[src/rtl/sram_ctl_pkg.sv]
package sram_ctl_pkg;

  typedef enum logic [2:0] {
    ST_IDLE,
    ST_WR_LOW,
    ST_WR_HOLD,
    ST_WR_PAD,
    ST_RD_WAIT,
    ST_RD_PAD
  } ctl_state_e;

  // Round a time in ps up to whole clock cycles, never fewer than one.
  function automatic int unsigned ps_to_cycles(input int unsigned t_ps,
                                               input int unsigned clk_ps);
    int unsigned c;
    c = (t_ps + clk_ps - 1) / clk_ps;
    return (c < 1) ? 1 : c;
  endfunction

  function automatic int unsigned max2(input int unsigned a, input int unsigned b);
    return (a > b) ? a : b;
  endfunction

endpackage

[src/rtl/sram_ctl_rst_sync.sv]
module sram_ctl_rst_sync (
  input  logic clk,
  input  logic rst_n,
  output logic rst_sync_n
);

  logic [1:0] sync_q;

  always_ff @(posedge clk or negedge rst_n) begin
    if (!rst_n) sync_q <= 2'b00;
    else        sync_q <= {sync_q[0], 1'b1};
  end

  assign rst_sync_n = sync_q[1];

endmodule

[src/rtl/sram_ctl_timer.sv]
module sram_ctl_timer #(
  parameter int unsigned CNT_W = 4
) (
  input  logic             clk,
  input  logic             rst_n,
  input  logic             load,
  input  logic [CNT_W-1:0] load_val,
  output logic             done
);

  logic [CNT_W-1:0] cnt_q, cnt_d;

  always_comb begin
    cnt_d = cnt_q;
    if (load)              cnt_d = load_val;
    else if (cnt_q != '0)  cnt_d = cnt_q - 1'b1;
  end

  always_ff @(posedge clk or negedge rst_n) begin
    if (!rst_n) cnt_q <= '0;
    else        cnt_q <= cnt_d;
  end

  assign done = (cnt_q == '0);

endmodule

[src/rtl/sram_ctl_fsm.sv]
module sram_ctl_fsm
  import sram_ctl_pkg::*;
#(
  parameter int unsigned WLOW  = 1,
  parameter int unsigned HOLD  = 1,
  parameter int unsigned WPAD  = 0,
  parameter int unsigned RACC  = 2,
  parameter int unsigned RPAD  = 0,
  parameter int unsigned CNT_W = 2
) (
  input  logic             clk,
  input  logic             rst_n,
  input  logic             req_valid,
  input  logic             req_write,
  input  logic             tmr_done,
  output logic             tmr_load,
  output logic [CNT_W-1:0] tmr_val,
  output logic             accept,
  output logic             capture,
  output logic             ready,
  output logic             ce_n,
  output logic             we_n
);

  ctl_state_e state_q, state_d;
  logic       ce_n_q, we_n_q;

  always_comb begin
    state_d  = state_q;
    tmr_load = 1'b0;
    tmr_val  = '0;
    accept   = 1'b0;
    capture  = 1'b0;
    unique case (state_q)
      ST_IDLE: begin
        if (req_valid) begin
          accept   = 1'b1;
          tmr_load = 1'b1;
          if (req_write) begin
            state_d = ST_WR_LOW;
            tmr_val = CNT_W'(WLOW - 1);
          end else begin
            state_d = ST_RD_WAIT;
            tmr_val = CNT_W'(RACC - 1);
          end
        end
      end
      ST_WR_LOW: begin
        if (tmr_done) begin
          state_d  = ST_WR_HOLD;
          tmr_load = 1'b1;
          tmr_val  = CNT_W'(HOLD - 1);
        end
      end
      ST_WR_HOLD: begin
        if (tmr_done) begin
          if (WPAD != 0) begin
            state_d  = ST_WR_PAD;
            tmr_load = 1'b1;
            tmr_val  = CNT_W'(WPAD - 1);
          end else begin
            state_d = ST_IDLE;
          end
        end
      end
      ST_RD_WAIT: begin
        if (tmr_done) begin
          capture = 1'b1;
          if (RPAD != 0) begin
            state_d  = ST_RD_PAD;
            tmr_load = 1'b1;
            tmr_val  = CNT_W'(RPAD - 1);
          end else begin
            state_d = ST_IDLE;
          end
        end
      end
      ST_WR_PAD, ST_RD_PAD: begin
        if (tmr_done) state_d = ST_IDLE;
      end
      default: state_d = ST_IDLE;
    endcase
  end

  always_ff @(posedge clk or negedge rst_n) begin
    if (!rst_n) begin
      state_q <= ST_IDLE;
      ce_n_q  <= 1'b1;
      we_n_q  <= 1'b1;
    end else begin
      state_q <= state_d;
      ce_n_q  <= (state_d == ST_IDLE);
      we_n_q  <= (state_d != ST_WR_LOW);
    end
  end

  assign ready = (state_q == ST_IDLE);
  assign ce_n  = ce_n_q;
  assign we_n  = we_n_q;


  we_needs_ce_chk: assert property (@(posedge clk) disable iff (!rst_n)
    !we_n |-> !ce_n);


  we_ends_write_chk: assert property (@(posedge clk) disable iff (!rst_n)
    $rose(we_n) |-> !ce_n);


  busy_no_ready_chk: assert property (@(posedge clk) disable iff (!rst_n)
    !ce_n |-> !ready);

endmodule

[src/rtl/sram_ctl_datapath.sv]
module sram_ctl_datapath #(
  parameter int unsigned ADDR_W = 16,
  parameter int unsigned DATA_W = 4
) (
  input  logic              clk,
  input  logic              rst_n,
  input  logic              accept,
  input  logic              capture,
  input  logic [ADDR_W-1:0] in_addr,
  input  logic [DATA_W-1:0] in_data,
  input  logic [DATA_W-1:0] ram_q,
  output logic [ADDR_W-1:0] addr,
  output logic [DATA_W-1:0] wdata,
  output logic [DATA_W-1:0] rdata,
  output logic              rvalid
);

  logic [ADDR_W-1:0] addr_q;
  logic [DATA_W-1:0] wdata_q, rdata_q;
  logic              rvalid_q;

  always_ff @(posedge clk or negedge rst_n) begin
    if (!rst_n) begin
      addr_q  <= '0;
      wdata_q <= '0;
    end else if (accept) begin
      addr_q  <= in_addr;
      wdata_q <= in_data;
    end
  end

  always_ff @(posedge clk or negedge rst_n) begin
    if (!rst_n)       rdata_q <= '0;
    else if (capture) rdata_q <= ram_q;
  end

  always_ff @(posedge clk or negedge rst_n) begin
    if (!rst_n) rvalid_q <= 1'b0;
    else        rvalid_q <= capture;
  end

  assign addr   = addr_q;
  assign wdata  = wdata_q;
  assign rdata  = rdata_q;
  assign rvalid = rvalid_q;


  rvalid_pulse_chk: assert property (@(posedge clk) disable iff (!rst_n)
    rvalid |=> !rvalid);

endmodule

[src/rtl/sram_async_ctl.sv]
module sram_async_ctl
  import sram_ctl_pkg::*;
#(
  parameter int unsigned ADDR_W        = 16,
  parameter int unsigned DATA_W        = 4,
  parameter int unsigned CLK_PERIOD_PS = 10000,
  parameter int unsigned T_RC_PS       = 12000,
  parameter int unsigned T_AA_PS       = 12000,
  parameter int unsigned T_ACE_PS      = 12000,
  parameter int unsigned T_WC_PS       = 12000,
  parameter int unsigned T_SCE_PS      = 9000,
  parameter int unsigned T_AW_PS       = 9000,
  parameter int unsigned T_PWE_PS      = 8000,
  parameter int unsigned T_SD_PS       = 8000,
  parameter int unsigned HOLD_CYC      = 1
) (
  input  logic              clk,
  input  logic              rst_n,
  input  logic              req_valid,
  input  logic              req_write,
  input  logic [ADDR_W-1:0] req_addr,
  input  logic [DATA_W-1:0] req_wdata,
  output logic              req_ready,
  output logic              rd_valid,
  output logic [DATA_W-1:0] rd_data,
  output logic [ADDR_W-1:0] mem_addr,
  output logic [DATA_W-1:0] mem_din,
  input  logic [DATA_W-1:0] mem_dout,
  output logic              mem_ce_n,
  output logic              mem_we_n
);

  localparam int unsigned C_RC   = ps_to_cycles(T_RC_PS,  CLK_PERIOD_PS);
  localparam int unsigned C_AA   = ps_to_cycles(T_AA_PS,  CLK_PERIOD_PS);
  localparam int unsigned C_ACE  = ps_to_cycles(T_ACE_PS, CLK_PERIOD_PS);
  localparam int unsigned C_WC   = ps_to_cycles(T_WC_PS,  CLK_PERIOD_PS);
  localparam int unsigned C_SCE  = ps_to_cycles(T_SCE_PS, CLK_PERIOD_PS);
  localparam int unsigned C_AW   = ps_to_cycles(T_AW_PS,  CLK_PERIOD_PS);
  localparam int unsigned C_PWE  = ps_to_cycles(T_PWE_PS, CLK_PERIOD_PS);
  localparam int unsigned C_SD   = ps_to_cycles(T_SD_PS,  CLK_PERIOD_PS);
  localparam int unsigned WLOW   = max2(max2(C_PWE, C_SD), max2(C_AW, C_SCE));
  localparam int unsigned HOLD   = max2(HOLD_CYC, 1);
  localparam int unsigned WTOT   = max2(C_WC, WLOW + HOLD);
  localparam int unsigned WPAD   = WTOT - WLOW - HOLD;
  localparam int unsigned RACC   = max2(C_AA, C_ACE);
  localparam int unsigned RTOT   = max2(C_RC, RACC);
  localparam int unsigned RPAD   = RTOT - RACC;
  localparam int unsigned MAXC   = max2(max2(WLOW, HOLD), max2(max2(WPAD, RACC), RPAD));
  localparam int unsigned CNT_W  = max2($clog2(MAXC + 1), 1);

  logic             rst_sync_n;
  logic             tmr_load, tmr_done, accept, capture;
  logic [CNT_W-1:0] tmr_val;

  sram_ctl_rst_sync u_rst (
    .clk        (clk),
    .rst_n      (rst_n),
    .rst_sync_n (rst_sync_n)
  );

  sram_ctl_timer #(.CNT_W(CNT_W)) u_timer (
    .clk      (clk),
    .rst_n    (rst_sync_n),
    .load     (tmr_load),
    .load_val (tmr_val),
    .done     (tmr_done)
  );

  sram_ctl_fsm #(
    .WLOW (WLOW), .HOLD (HOLD), .WPAD (WPAD),
    .RACC (RACC), .RPAD (RPAD), .CNT_W (CNT_W)
  ) u_fsm (
    .clk       (clk),
    .rst_n     (rst_sync_n),
    .req_valid (req_valid),
    .req_write (req_write),
    .tmr_done  (tmr_done),
    .tmr_load  (tmr_load),
    .tmr_val   (tmr_val),
    .accept    (accept),
    .capture   (capture),
    .ready     (req_ready),
    .ce_n      (mem_ce_n),
    .we_n      (mem_we_n)
  );

  sram_ctl_datapath #(.ADDR_W(ADDR_W), .DATA_W(DATA_W)) u_dp (
    .clk     (clk),
    .rst_n   (rst_sync_n),
    .accept  (accept),
    .capture (capture),
    .in_addr (req_addr),
    .in_data (req_wdata),
    .ram_q   (mem_dout),
    .addr    (mem_addr),
    .wdata   (mem_din),
    .rdata   (rd_data),
    .rvalid  (rd_valid)
  );


  bus_stable_chk: assert property (@(posedge clk) disable iff (!rst_sync_n)
    (!mem_ce_n && $past(!mem_ce_n)) |-> ($stable(mem_addr) && $stable(mem_din)));


  capture_in_access_chk: assert property (@(posedge clk) disable iff (!rst_sync_n)
    $rose(rd_valid) |-> $past(!mem_ce_n));

endmodule

[config.mk]
export PLATFORM = sky130hd
export DESIGN_NAME = sram_async_ctl
export DESIGN_NICKNAME = d
export VERILOG_FILES = /design/src/rtl/sram_ctl_pkg.sv /design/src/rtl/sram_ctl_rst_sync.sv /design/src/rtl/sram_ctl_timer.sv /design/src/rtl/sram_ctl_fsm.sv /design/src/rtl/sram_ctl_datapath.sv /design/src/rtl/sram_async_ctl.sv
export SDC_FILE = /design/constraint.sdc
export NUM_CORES = 1
export LEC_CHECK = 0
export ABC_AREA = 1
export BUFFER_PORTS_ARGS = -buffer_cell sky130_fd_sc_hd__clkbuf_2
export CORE_AREA = 3 3 65 67
export DETAILED_ROUTE_END_ITERATION = 16
export DIE_AREA = 0 0 68 70
export GPL_ROUTABILITY_DRIVEN = 1
export GPL_TIMING_DRIVEN = 0
export HOLD_SLACK_MARGIN = 0.06
export PLACE_DENSITY_LB_ADDON = 0.2
export SYNTH_ARGS = -nofsm -noshare
export SYNTH_HDL_FRONTEND = slang
export SYNTH_HIERARCHICAL = 1
export SYNTH_SLANG_ARGS = --single-unit
export TNS_END_PERCENT = 5
[constraint.sdc]
create_clock -name clk -period 1 [get_ports clk]
set_input_delay 0.1 -clock clk [delete_from_list [all_inputs] [get_ports clk]]
set_output_delay 0.1 -clock clk [all_outputs]
set_load 0.01 [all_outputs]
# Word level (Yosys, flattened, before mapping)
# Index checks and enable logic that the tools add are counted.
dict set report word_totals {
  reg_bits 34
  inputBits 28
  out_inout_bits 28
  elab_cells 37
}
dict set report op_classes {
  add_sub_neg 1
  eq_ne 6
  mux 15
  reduce_logical 6
}
# cell count
set ops {}
lappend ops {{$mux 3} 4}
lappend ops {{$pmux 3 s3} 1}
lappend ops {{$mux 2} 4}
lappend ops {{$eq 3x2->1 const B} 2}
lappend ops {{$eq 3x3->1 const B} 2}
lappend ops {{$logic_not 3->1} 2}
lappend ops {{$mux 1} 5}
lappend ops {{$reduce_bool 2->1} 2}
lappend ops {{$reduce_or 4->1} 1}
lappend ops {{$eq 3x1->1 const B} 1}
lappend ops {{$ne 3x1->1 const B} 1}
lappend ops {{$logic_not 2->1} 1}
lappend ops {{$pmux 1 s2} 1}
lappend ops {{$sub 2x1->2 const B} 1}

# Longest topological paths before layout
# Gate-level depths: netlist of run 1.
dict set report depth {
  word_depth 4
  depth_mapped 9
  mapped_depth_nobuf 9
}

# By module
# The synthesis of run 1 kept the hierarchy.
# mod instances cells_per_inst area_each_um2 seq_area_each_um2
set by_module_without_submodules {}
lappend by_module_without_submodules {sram_ctl_datapath 1 103 940.9 625.6}
lappend by_module_without_submodules {sram_ctl_fsm 1 46 337.8 127.6}
lappend by_module_without_submodules {sram_ctl_timer 1 17 120.1 50.0}
lappend by_module_without_submodules {sram_ctl_rst_sync 1 3 53.8 50.0}

# Worst setup path after synthesis of run 1
# OpenSTA, ideal clock, no wires.
dict set report synth_path {
  kind {register -> register}
  from {register u_timer.cnt_q[0]}
  to {register u_dp.rdata_q[0] (netlist: u_dp/rdata[0])}
  setup_time_ns 0.117
  arrival_time_ns 1.373
  t_required_ns 0.883
  setup_slack_ns -0.489
  path_stages_with_launch 8
  path_buffers 0
  period_less_slack_ns 1.489
  cell_sequence {dfrtp_1 -> inv_1 -> ha_1 -> inv_1 -> nor3_1 -> inv_1 -> nand2_1 -> nand2_1}
}
dict set report synth_between {
  elab_chain_len 3
}
# item line_no
set synth_rtl {}
lappend synth_rtl {{start: declaration} sram_ctl_timer.sv:11} ;# logic [CNT_W-1:0] cnt_q, cnt_d;
lappend synth_rtl {{start signal: assignment} sram_ctl_timer.sv:21} ;# else cnt_q <= cnt_d;
lappend synth_rtl {{$logic_not 2->1} sram_ctl_timer.sv:24} ;# assign done = (cnt_q == '0);
lappend synth_rtl {{named net tmr_done} sram_async_ctl.sv:52} ;# logic tmr_load, tmr_done, accept, capture;
lappend synth_rtl {{$mux 1} sram_ctl_fsm.sv:67} ;# if (tmr_done) begin
lappend synth_rtl {{$mux 1} sram_ctl_fsm.sv:34} ;# unique case (state_q)
lappend synth_rtl {{named net capture} sram_async_ctl.sv:52}
lappend synth_rtl {{end signal: assignment} sram_ctl_datapath.sv:34} ;# else if (capture) rdata_q <= ram_q;
lappend synth_rtl {{end: declaration} sram_ctl_datapath.sv:19} ;# logic [DATA_W-1:0] wdata_q, rdata_q;
# The timed path passes the listed nets, and every way through them passes these cells.
# A chain may end at the register's enable or synchronous reset.

# Worst setup path in the final report of run 1
dict set report layout_path {
  from {register u_timer.cnt_q[0]}
  to {register u_timer.cnt_q[1]}
}
dict set report layout_between {
  elab_chain_len 4
  word_cells_on_any_way 8
  classes_between {1 x add/sub; 4 x mux; 3 x reduce/logical}
}
# item line_no
set layout_rtl {}
lappend layout_rtl {{$logic_not 2->1 (*)} sram_ctl_timer.sv:24}
lappend layout_rtl {{named net tmr_done} sram_async_ctl.sv:52}
lappend layout_rtl {{$mux 1 (*)} sram_ctl_fsm.sv:49} ;# if (tmr_done) begin
lappend layout_rtl {{$pmux 1 s2 (*)} sram_ctl_fsm.sv:34}
lappend layout_rtl {{named net tmr_load} sram_async_ctl.sv:52}
lappend layout_rtl {{$mux 2 or $reduce_bool 2->1 (tied branches)} -}
# Mark *: on every way through the listed nets, which the timed path passes. The rest lies on a longest branch. The select of a mux whose other input is x is not followed.

==> metrics.md, run 1 <==
| Metric | Value |
|---|---|
| Status | complete, but fails checks |
| Failing checks | setup timing |
| Top cell type by total area after synthesis | sky130_fd_sc_hd__dfrtp_1 |
| Comb pwr share | 43.7% |
| Setup crit start kind | flip-flop |
| Post-synthesis instance area | 1450 µm² |
| Share of Yosys cell area claimed by the top area cell type | 55.1% |
| TritonCTS clock tree | done |
| Power spent charging and discharging nets | 2.46 mW |
| Max Clk Rate | 729 MHz |
| Htree depth | 2 |
| Buffer type at the clock tree root | sky130_fd_sc_hd__clkbuf_8 |
| ANT cells | 0 |
| Antenna Nets Post-Route | 0 |
| Cell internal pwr | 4.00 mW |
| Number of unique standard cell types used by synthesis | 19 |
| Number of core rows | 22 |
| Routed via count divided by cell count | 4.28 |
| Area added between synthesis and finish | 52.6% |
| Number of enable-type register cells in the synthesized netlist | 0 |
| Final min period | 1370 ps |
| Total iterations of the first detailed-routing run | 4 |
| Synthesized Nets | 200 |
| Clock sink count | 34 |
| Final Wtd Congestion | 0.786 |
| Floorplan Core Area | 3690 µm² |
| Non-filler instance count after layout | 305 |
| Tightest Hold Check Type | in2async |
| Number of global-route vias before repair | 1268 |
| DR WL/cell | 11.0 µm |
| DIE WIDTH | 68 µm |
| Layout net count | 288 |
| Minimum setup slack in the final design | -372 ps |
| Antenna violations before repair | 0 |
| Worst-path clk slew | 70 ps |
| Part of the cycle the worst path needs | 137% |
| Clock buffers created by TritonCTS | 5 |
| Share of flip-flops with an asynchronous set or reset after synthesis | 100% |
| Worst path arrival time | 1580 ps |
| Total number of vias | 1305 |
| Net Sw Frac | 38.1% |
| Final slew viol count | 0 |
| Number of synthesized register bits | 34 |
| Slack of the worst reg-to-reg path | -370 ps |
| DRC violation total after the first TritonRoute iteration | 48 |
| Portion of total power attributed to the clock network | 19.2% |
| Maximum number of pins on one net before global-route repair | 33 |
| IO Pins | 56 |
| Leading post-synthesis cells by cell area | sky130_fd_sc_hd__dfrtp_1 55%, sky130_fd_sc_hd__nand2_1 23%, sky130_fd_sc_hd__dfstp_2 3.6% |
| Clock insertion delay at the later pin of the skew report | 270 ps |
| Die Y-Extent | 70 µm |
| Total of buffers placed on input and output ports | 55 |
| Depth of the most critical reg-to-reg path | 8 |
| Placed cells | 272 |
| Final hold violations | 0 |
| Largest driver fanout on the critical path | 6 |
| Max-slew headroom | 54.2% |
| Dpl hpwl | 2.25 mm |
| Transition time at the pin with the least slew margin | 687 ps |
| FF-to-FF Start | u_timer/cnt_q[0] |
| Setup Crit Path Kind | reg2reg |
| Starting Density | 39.4% |
| Endpoint of the worst register-to-register path | u_timer/cnt_q[1] |
| Die ar. | 4760 µm² |
| RSZ-0062 raised after global routing | yes |
| Post-detailed-placement cell area | 1830 µm² |
| Most common library cells after synthesis | 90 x sky130_fd_sc_hd__nand2_1, 32 x sky130_fd_sc_hd__dfrtp_1, 12 x sky130_fd_sc_hd__inv_1 |
| Drc violations | 0 |
| Setup Viol. Count Final | 34 |
| Buffers from clock root to sink, at most | 2 |
| Data required time at the worst endpoint | 1210 ps |
| CP endpoint kind | flip-flop |
| Fraction of layout instances using a drive strength above 1 | 35.4% |
| Power per cell area | 2910 nW/µm² |
| # Max-Cap Violations | 0 |
| Seq/Total Area, Yosys | 58.7% |
| All-layer global routing usage | 14.7% |
| Most common cell in the netlist | sky130_fd_sc_hd__nand2_1 |
| Detailed-route wire length | 3.37 mm |
| Final clock skew | 6.81 ps |
| Post-Syn Area per Cell | 8.60 µm² |
| Worst voltage drop across the vdd grid | 0.00166 V |
| Total grt overflow | 0 |
| Dominant synthesized flop cell | sky130_fd_sc_hd__dfrtp_1 |
| Share of total power in sequential cells | 37.1% |
| Leakage Power | 1.24 nW |
| Final cell area excluding filler cells | 2220 µm² |
| First-pass GRT wire length | 5.43 mm |
| Cell count after synthesis | 169 |
| Warnings, synthesis | 6 |
-- final cells by class --
| cell class | count | area, µm² |
|---|---|---|
| Fill cell | 338 | 1470 |
| Sequential cell | 34 | 856 |
| Multi-Input combinational cell | 114 | 539 |
| Timing Repair Buffer | 81 | 539 |
| Clock buffer | 6 | 82.6 |
| Inverter | 16 | 65.1 |
| Tap cell | 48 | 60.1 |
| Buffer | 5 | 45.0 |
| Clock inverter | 1 | 30.0 |
-- how the worst max path moves through the flow --
stage,depth (start not counted),start,end,slack [ps]
3_3_place_gp,8,u_timer/cnt_q[0],u_timer/cnt_q[1],-410
2_1_floorplan,9,u_fsm/state_q[1],u_timer/cnt_q[1],-290
3_5_place_dp,0,u_rst/sync_q[1],u_dp/addr[13],-410
4_1_cts,8,u_timer/cnt_q[0],u_timer/cnt_q[1],-380
5_1_grt,8,u_timer/cnt_q[0],u_timer/cnt_q[0],-540
6_report,8,u_timer/cnt_q[0],u_timer/cnt_q[1],-370
-- what timing repair did --
item	CTS	global route
pin swaps	6	2
endpoints found under the setup margin	67	35
gates resized for setup	5	6
cloned	0	0
buffers inserted	1	0
hold buffers	25	0
endpoints found under the hold margin	26	0
-- flip-flops by register name, indices dropped and copies added (netlist names) --
register and count:
u_fsm/we_n 1, u_rst/sync_q 2, u_dp/rvalid 1, u_dp/wdata 4, u_dp/addr 16, u_dp/rdata 4, u_timer/cnt_q 2, u_fsm/state_q 3
u_fsm/ce_n 1
-- critical path, stage by stage, from the launching register on --
cell                       delay, ps
sky130_fd_sc_hd__dfrtp_1         410
sky130_fd_sc_hd__inv_2            80
sky130_fd_sc_hd__ha_4            170
sky130_fd_sc_hd__nand4_1         140
sky130_fd_sc_hd__a21boi_2        250
sky130_fd_sc_hd__inv_2            70
sky130_fd_sc_hd__nand2_1          80
sky130_fd_sc_hd__nand2_1          50
sky130_fd_sc_hd__nand2_1          60
-- cells in the final DEF (no fill, tap or decap), types with 3 or more instances in the layout --
master,synthesis,routed
sky130_fd_sc_hd__nand2_1,90,88
sky130_fd_sc_hd__clkbuf_2,0,53
sky130_fd_sc_hd__dfrtp_1,32,30
sky130_fd_sc_hd__dlygate4sd3_1,0,25
sky130_fd_sc_hd__inv_2,4,7
sky130_fd_sc_hd__inv_1,12,7
sky130_fd_sc_hd__clkbuf_8,0,6
sky130_fd_sc_hd__buf_4,3,4
sky130_fd_sc_hd__nor2_1,4,4
sky130_fd_sc_hd__nand3_1,4,4
sky130_fd_sc_hd__buf_6,2,3
sky130_fd_sc_hd__nand2_2,2,3
-- routing by layer --
metal  track usage [%]  up-vias  routed length (µm)
met1              17.9      572                1470
li1                  -      680                   -
met5                 0        -                   0
met3              3.38        9                 183
met4              6.18        0                  86
met2              24.3       44                1630
-- kinds of logic after synthesis --
logic type / after synthesis / share of synthesized area (%)
AO/OA/AOI/OAI: 5 / 2.15
adder cells (fa/ha/maj): 3 / 2.58
buffers and inverters: 21 / 7.23
flip-flops: 34 / 58.7
other: 2 / 0.517
AND/OR/NAND/NOR: 104 / 28.8
-- power groups by stage --
stage          registers, mW  logic (mW)  clock network [mW]
2_1_floorplan           2.62        1.52                   0
5_1_grt                 2.47        3.20                1.35
3_5_place_dp            2.40        2.69                   0
4_1_cts                 2.39        2.80                1.28
3_3_place_gp            2.39        2.66                   0
6_report                2.39        2.82                1.24
-- through the flow --
stage	hold WS [ps]	setup slack (ps)	power (mW)	setup TNS, ps	util, %
6_report	141	-372	6.46	-8520	60.1
5_1_grt	134	-540	7.02	-12100	60.1
4_1_cts	130	-376	6.47	-8750	59.7
3_5_place_dp	-113	-411	5.09	-22740	49.5
3_3_place_gp	-113	-413	5.05	-21820	49.5
2_1_floorplan	-196	-286	4.13	-7590	-
Power figures use the tool's default switching activity.
==> run 2, diff against run 1 <==
--- a/config.mk
+++ b/config.mk
@@ -7,9 +7,9 @@
 export LEC_CHECK = 0
 export ABC_AREA = 1
 export BUFFER_PORTS_ARGS = -buffer_cell sky130_fd_sc_hd__clkbuf_2
-export CORE_AREA = 3 3 65 67
+export CORE_AREA = 3 3 63 65
 export DETAILED_ROUTE_END_ITERATION = 16
-export DIE_AREA = 0 0 68 70
+export DIE_AREA = 0 0 66 68
 export GPL_ROUTABILITY_DRIVEN = 1
 export GPL_TIMING_DRIVEN = 0
 export HOLD_SLACK_MARGIN = 0.06
==> constraint.sdc (replaced) <==
create_clock -name clk -period 1 [get_ports clk]
set_input_delay 0.1 -clock clk [delete_from_list [all_inputs] [get_ports clk]]
set_output_delay 0.1 -clock clk [all_outputs]
set_load 0.005 [all_outputs]
==> run 2 against run 1 <==
Compared with the run above:
- the flow still finishes with violations (setup timing)
- sequential share of layout area shrank 0.087 points
- critical path depth shrank 1
- cell count up 0.98%
- worst setup slack got worse by 20 ps
- largest cell class unchanged
==> metrics.md, run 2 (synthesized netlist as in run 1, its figures left out) <==
| Metric | Value |
|---|---|
| DR WL/cell | 10.9 µm |
| Sequential cell area in the final layout | 856 µm² |
| Htree depth | 2 |
| Area added between synthesis and finish | 53.0% |
| Depth of the most critical reg-to-reg path | 7 |
| Non-filler instance count after layout | 308 |
| Tightest Hold Check Type | in2reg |
| Maximum number of pins on one net before global-route repair | 33 |
| Layout net count | 292 |
| Clock buffers created by TritonCTS | 5 |
| Worst-path clk slew | 100 ps |
| Setup Crit Path Kind | reg2reg |
| Dpl hpwl | 2.19 mm |
| Final clock skew | 8.72 ps |
| Leakage Power | 1.25 nW |
| Largest driver fanout on the critical path | 5 |
| Max-slew headroom | 56.1% |
| Antenna Nets Post-Route | 0 |
| Die ar. | 4490 µm² |
| Status | complete, but fails checks |
| Sink of the worst hold path | u_fsm/we_n |
| First-pass GRT wire length | 5.36 mm |
| RSZ-0062 raised after global routing | yes |
| Starting Density | 42.9% |
| Floorplan Core Area | 3390 µm² |
| Endpoint of the worst register-to-register path | u_timer/cnt_q[1] |
| Worst path arrival time | 1630 ps |
| Setup Viol. Count Final | 35 |
| DIE WIDTH | 66 µm |
| Data required time at the worst endpoint | 1240 ps |
| IO Pins | 56 |
| Antenna violations before repair | 0 |
| Failing checks | setup timing |
| Max Clk Rate | 718 MHz |
| Transition time at the pin with the least slew margin | 659 ps |
| Number of core rows | 21 |
| Buffers from clock root to sink, at most | 2 |
| Worst voltage drop across the vdd grid | 0.00134 V |
| CP endpoint kind | flip-flop |
| FF-to-FF Start | u_timer/cnt_q[0] |
| Worst hold margin | 168 ps |
| Fraction of layout instances using a drive strength above 1 | 37.0% |
| Detailed-route wire length | 3.35 mm |
| Final min period | 1390 ps |
| Final slew viol count | 0 |
| DRC violation total after the first TritonRoute iteration | 46 |
| Number of global-route vias before repair | 1260 |
| Buffer type at the clock tree root | sky130_fd_sc_hd__clkbuf_4 |
| Commonest non-fill, non-tap cells in the layout | 87 x sky130_fd_sc_hd__nand2_1, 54 x sky130_fd_sc_hd__clkbuf_2, 30 x sky130_fd_sc_hd__dfrtp_1, 26 x sky130_fd_sc_hd__dlygate4sd3_1, 8 x sky130_fd_sc_hd__inv_2 |
| ANT cells | 0 |
| Commonest non-fill, non-tap cell in the layout | sky130_fd_sc_hd__nand2_1 |
| Total number of vias | 1358 |
| Final Wtd Congestion | 0.737 |
| Clock insertion delay at the later pin of the skew report | 340 ps |
| Total grt overflow | 0 |
| Part of the cycle the worst path needs | 139% |
| Slack of the worst reg-to-reg path | -390 ps |
| Flip-flop count of the largest register after layout | 16 |
| # Max-Cap Violations | 0 |
| Minimum setup slack in the final design | -393 ps |
| Drc violations | 0 |
| Routed via count divided by cell count | 4.41 |
| Cell depth of the worst min-delay path | 6 |
| Multi-input gate area in the final layout | 549 µm² |
| Clock sink count | 34 |
| Final hold violations | 0 |
| Startpoint of the most critical hold path | req_write |
| Setup crit start kind | flip-flop |
| Power per cell area | 2740 nW/µm² |
| Placed cells | 270 |
| FILL cells | 285 |
| TritonCTS clock tree | done |
| All-layer global routing usage | 16.0% |
| Total iterations of the first detailed-routing run | 4 |
| Die Y-Extent | 68 µm |
| Total of buffers placed on input and output ports | 55 |
## run 2: worst max-delay path by stage
| stage | slack (ps) | to | depth (start not counted) | start |
|---|---|---|---|---|
| after CTS | -390 | u_timer/cnt_q[0] | 8 | u_timer/cnt_q[0] |
| after floorplan | -260 | u_timer/cnt_q[1] | 9 | u_fsm/state_q[1] |
| final | -390 | u_timer/cnt_q[1] | 7 | u_timer/cnt_q[0] |
| after detailed placement | -400 | u_dp/addr[10] | 0 | u_rst/sync_q[1] |
| after global routing | -540 | u_timer/cnt_q[0] | 8 | u_timer/cnt_q[0] |
| after global placement | -380 | u_dp/addr[10] | 0 | u_rst/sync_q[1] |
## run 2: layout make-up
type	instances	share of cell area (%)
timing repair buffer	85	25.7
buffer	5	2.03
clock buffer	5	1.69
tap	46	2.59
clock inverter	3	1.80
inverter	16	2.93
sequential	34	38.5
multi-input combinational	114	24.7
## run 2: what timing repair did
item / in CTS / in global routing
hold buffers: 26 / 0
setup endpoints to repair: 67 / 52
setup buffers: 0 / 4
hold endpoints to repair: 26 / 0
resized for setup: 5 / 6
pin swaps: 2 / 4
## run 2: metal layers
| metal | wire (µm) | global-route usage [%] |
|---|---|---|
| met3 | 236 | 6.57 |
| met5 | 0 | 0 |
| met2 | 1690 | 27.5 |
| met1 | 1380 | 17.9 |
| met4 | 39 | 5.84 |
## run 2: worst max-delay path, stage by stage, from the launching register on
cell	delay, ps
sky130_fd_sc_hd__dfrtp_1	420
sky130_fd_sc_hd__inv_2	80
sky130_fd_sc_hd__ha_4	150
sky130_fd_sc_hd__nand4_1	180
sky130_fd_sc_hd__a21boi_4	260
sky130_fd_sc_hd__o21ai_0	100
sky130_fd_sc_hd__nand2_1	60
sky130_fd_sc_hd__nand2_1	40
## run 2: where the power goes
part / total, mW / internal [mW] / switching (mW)
Combinational: 2.73 / 1.28 / 1.45
Sequential: 2.38 / 2.01 / 0.369
Clock: 0.976 / 0.517 / 0.459
## run 2: per-stage QoR
step | area, µm² | power [mW] | setup TNS, ps | setup slack (ps) | util [%]
final | 2220 | 6.09 | -9600 | -393 | 65.6
after global routing | 2220 | 6.68 | -13390 | -539 | 65.6
after CTS | 2170 | 5.94 | -8900 | -395 | 64.0
after detailed placement | 1820 | 4.86 | -21560 | -396 | 53.8
after global placement | 1820 | 4.81 | -21000 | -383 | 53.8
after floorplan | 1490 | 3.92 | -6680 | -260 | -
==> run 3, diff against run 2 <==
--- a/config.mk
+++ b/config.mk
@@ -11,7 +11,6 @@
 export DETAILED_ROUTE_END_ITERATION = 16
 export DIE_AREA = 0 0 66 68
 export GPL_ROUTABILITY_DRIVEN = 1
-export GPL_TIMING_DRIVEN = 0
 export HOLD_SLACK_MARGIN = 0.06
 export PLACE_DENSITY_LB_ADDON = 0.2
 export SYNTH_ARGS = -nofsm -noshare
==> run 3 against run 2 <==
Compared with the run above:
- combinational power is 14% higher
- final area up 4.8%
- non-clock buffer count up 14
- the run still ends with setup timing left
- wire length is 5.9% higher
- register-to-register slack better by 30 ps
- maximum frequency increased by 1.9%
- clock power is 2% higher
- die area did not move
- largest power group unchanged
- highest routed layer unchanged
==> metrics.md, run 3 (synthesized netlist as in run 1, its figures left out) <==
| Metric | Value |
|---|---|
| Commonest non-fill, non-tap cells in the layout | 87 x sky130_fd_sc_hd__nand2_1, 54 x sky130_fd_sc_hd__clkbuf_2, 32 x sky130_fd_sc_hd__dfrtp_1, 26 x sky130_fd_sc_hd__dlygate4sd3_1, 19 x sky130_fd_sc_hd__buf_4 |
| FILL cells | 269 |
| Worst-path clk slew | 110 ps |
| DR WL/cell | 11.0 µm |
| Worst path arrival time | 1640 ps |
| GRT met3 Usage | 4.76% |
| Data required time at the worst endpoint | 1270 ps |
| Met1 Use GR | 20.1% |
| RSZ-0062 raised after global routing | yes |
| TritonCTS clock tree | done |
| Post-Route Utilization | 68.7% |
| Total number of vias | 1389 |
| IO Pins | 56 |
| Status | complete, but fails checks |
| Maximum number of pins on one net before global-route repair | 23 |
| Floorplan Core Area | 3390 µm² |
| # Max-Cap Violations | 0 |
| Flip-flop count of the largest register after layout | 16 |
| Final slew viol count | 0 |
| All-layer global routing usage | 17.3% |
| Final min period | 1370 ps |
| ANT cells | 0 |
| DRC violation total after the first TritonRoute iteration | 63 |
| Setup Viol. Count Final | 35 |
| Setup Crit Path Kind | reg2reg |
| Overall power of the completed layout | 6.43 mW |
| Final Wtd Congestion | 0.779 |
| Routed via count divided by cell count | 4.31 |
| Antenna violations before repair | 0 |
| Die Y-Extent | 68 µm |
| Total iterations of the first detailed-routing run | 3 |
| Layout net count | 306 |
| Total grt overflow | 0 |
| First-pass GRT wire length | 5.84 mm |
| Starting Density | 42.9% |
| Met2 Use GR | 30.4% |
| Worst hold margin | 181 ps |
| Number of core rows | 21 |
| Worst voltage drop across the vdd grid | 0.00147 V |
| Commonest non-fill, non-tap cell in the layout | sky130_fd_sc_hd__nand2_1 |
| Drc violations | 0 |
| Power per cell area | 2760 nW/µm² |
| Clock insertion delay at the later pin of the skew report | 320 ps |
| CP endpoint kind | flip-flop |
| Buffers from clock root to sink, at most | 2 |
| Area added between synthesis and finish | 60.4% |
| Antenna Nets Post-Route | 0 |
| Part of the cycle the worst path needs | 137% |
| Leakage Power | 1.31 nW |
| Fraction of layout instances using a drive strength above 1 | 39.9% |
| Buffer type at the clock tree root | sky130_fd_sc_hd__clkbuf_4 |
| Tightest Hold Check Type | reg2async |
| Max Clk Rate | 732 MHz |
| Dpl hpwl | 2.33 mm |
| DIE WIDTH | 66 µm |
| Grt peak-use layer | met2 |
| Clock sink count | 34 |
| Setup crit start kind | flip-flop |
| Die ar. | 4490 µm² |
| Htree depth | 2 |
| Failing checks | setup timing |
| Total of buffers placed on input and output ports | 55 |
| Minimum setup slack in the final design | -366 ps |
| Detailed-route wire length | 3.55 mm |
| Clock buffers created by TritonCTS | 5 |
| Number of global-route vias before repair | 1392 |
| Final clock skew | 11.7 ps |
| Largest driver fanout on the critical path | 5 |
| Final hold violations | 0 |
-- run 3: cell count changes in the layout (fill, tap and decap cells not counted), sizes merged --
cell,before,now
buf,10,24
clkinvlp,0,2
clkinv,2,0
-- run 3: per-stage QoR --
step                instances  TNS, ps  setup slack (ps)  cell area (µm²)
detailed placement        281    -7790              -309             1900
finish                    322    -6950              -366             2330
CTS                       317    -6450              -338             2270
global route              322   -10110              -533             2330
floorplan                 169    -6680              -260             1490
global placement          281    -7260              -291             1900
-- run 3: critical path, stage by stage, from the launching register on --
cell and delay, ps:
sky130_fd_sc_hd__dfrtp_1 410, sky130_fd_sc_hd__inv_2 70, sky130_fd_sc_hd__ha_4 130, sky130_fd_sc_hd__nand4_1 140, sky130_fd_sc_hd__a21boi_2 260, sky130_fd_sc_hd__nand2_1 80
sky130_fd_sc_hd__o21ai_1 90, sky130_fd_sc_hd__nand2_1 70, sky130_fd_sc_hd__nand2_1 50
-- run 3: cell type report --
class / instances / area (µm²) / area share [%]
clock buffers: 5 / 37.5 / 1.61
clock inverters: 3 / 45.0 / 1.93
well taps: 46 / 57.6 / 2.47
repair buffers: 104 / 729 / 31.3
flip-flops and latches: 34 / 853 / 36.6
inverters: 16 / 65.1 / 2.79
multi-input cells: 114 / 542 / 23.3
-- run 3: path summary, 6_finish.rpt --
kind	start	cells after the start	endpoint	slack (ps)
max in group asynchronous	rst_n	3	u_rst/sync_q[1]	280
max reg2reg	u_timer/cnt_q[1]	8	u_timer/cnt_q[0]	-370
min reg2reg	u_rst/sync_q[1]	1	u_dp/rdata[1]	180
min	u_rst/sync_q[1]	1	u_dp/rdata[1]	180
max	u_timer/cnt_q[1]	8	u_timer/cnt_q[0]	-370
min in group clk	req_write	6	u_fsm/we_n	190
-- run 3: metal layers --
metal	wire length, µm	share of wire, %
met2	1800	51
met5	0	0
met1	1500	42
met4	68	1.9
met3	178	5.0
-- run 3: repair_timing --
action                                  CTS  global route
cloned                                    0             0
endpoints found under the setup margin   35            37
hold buffers                             25             1
pin swaps                                 5             8
gates resized for setup                   6             8
buffers inserted                          3             4
hold endpoints to repair                 26             2
-- run 3: power breakdown --
group	switching [mW]	leakage, nW	internal, mW
Clock	0.470	0.0374	0.525
Combinational	1.58	0.853	1.53
Sequential	0.327	0.417	2.01
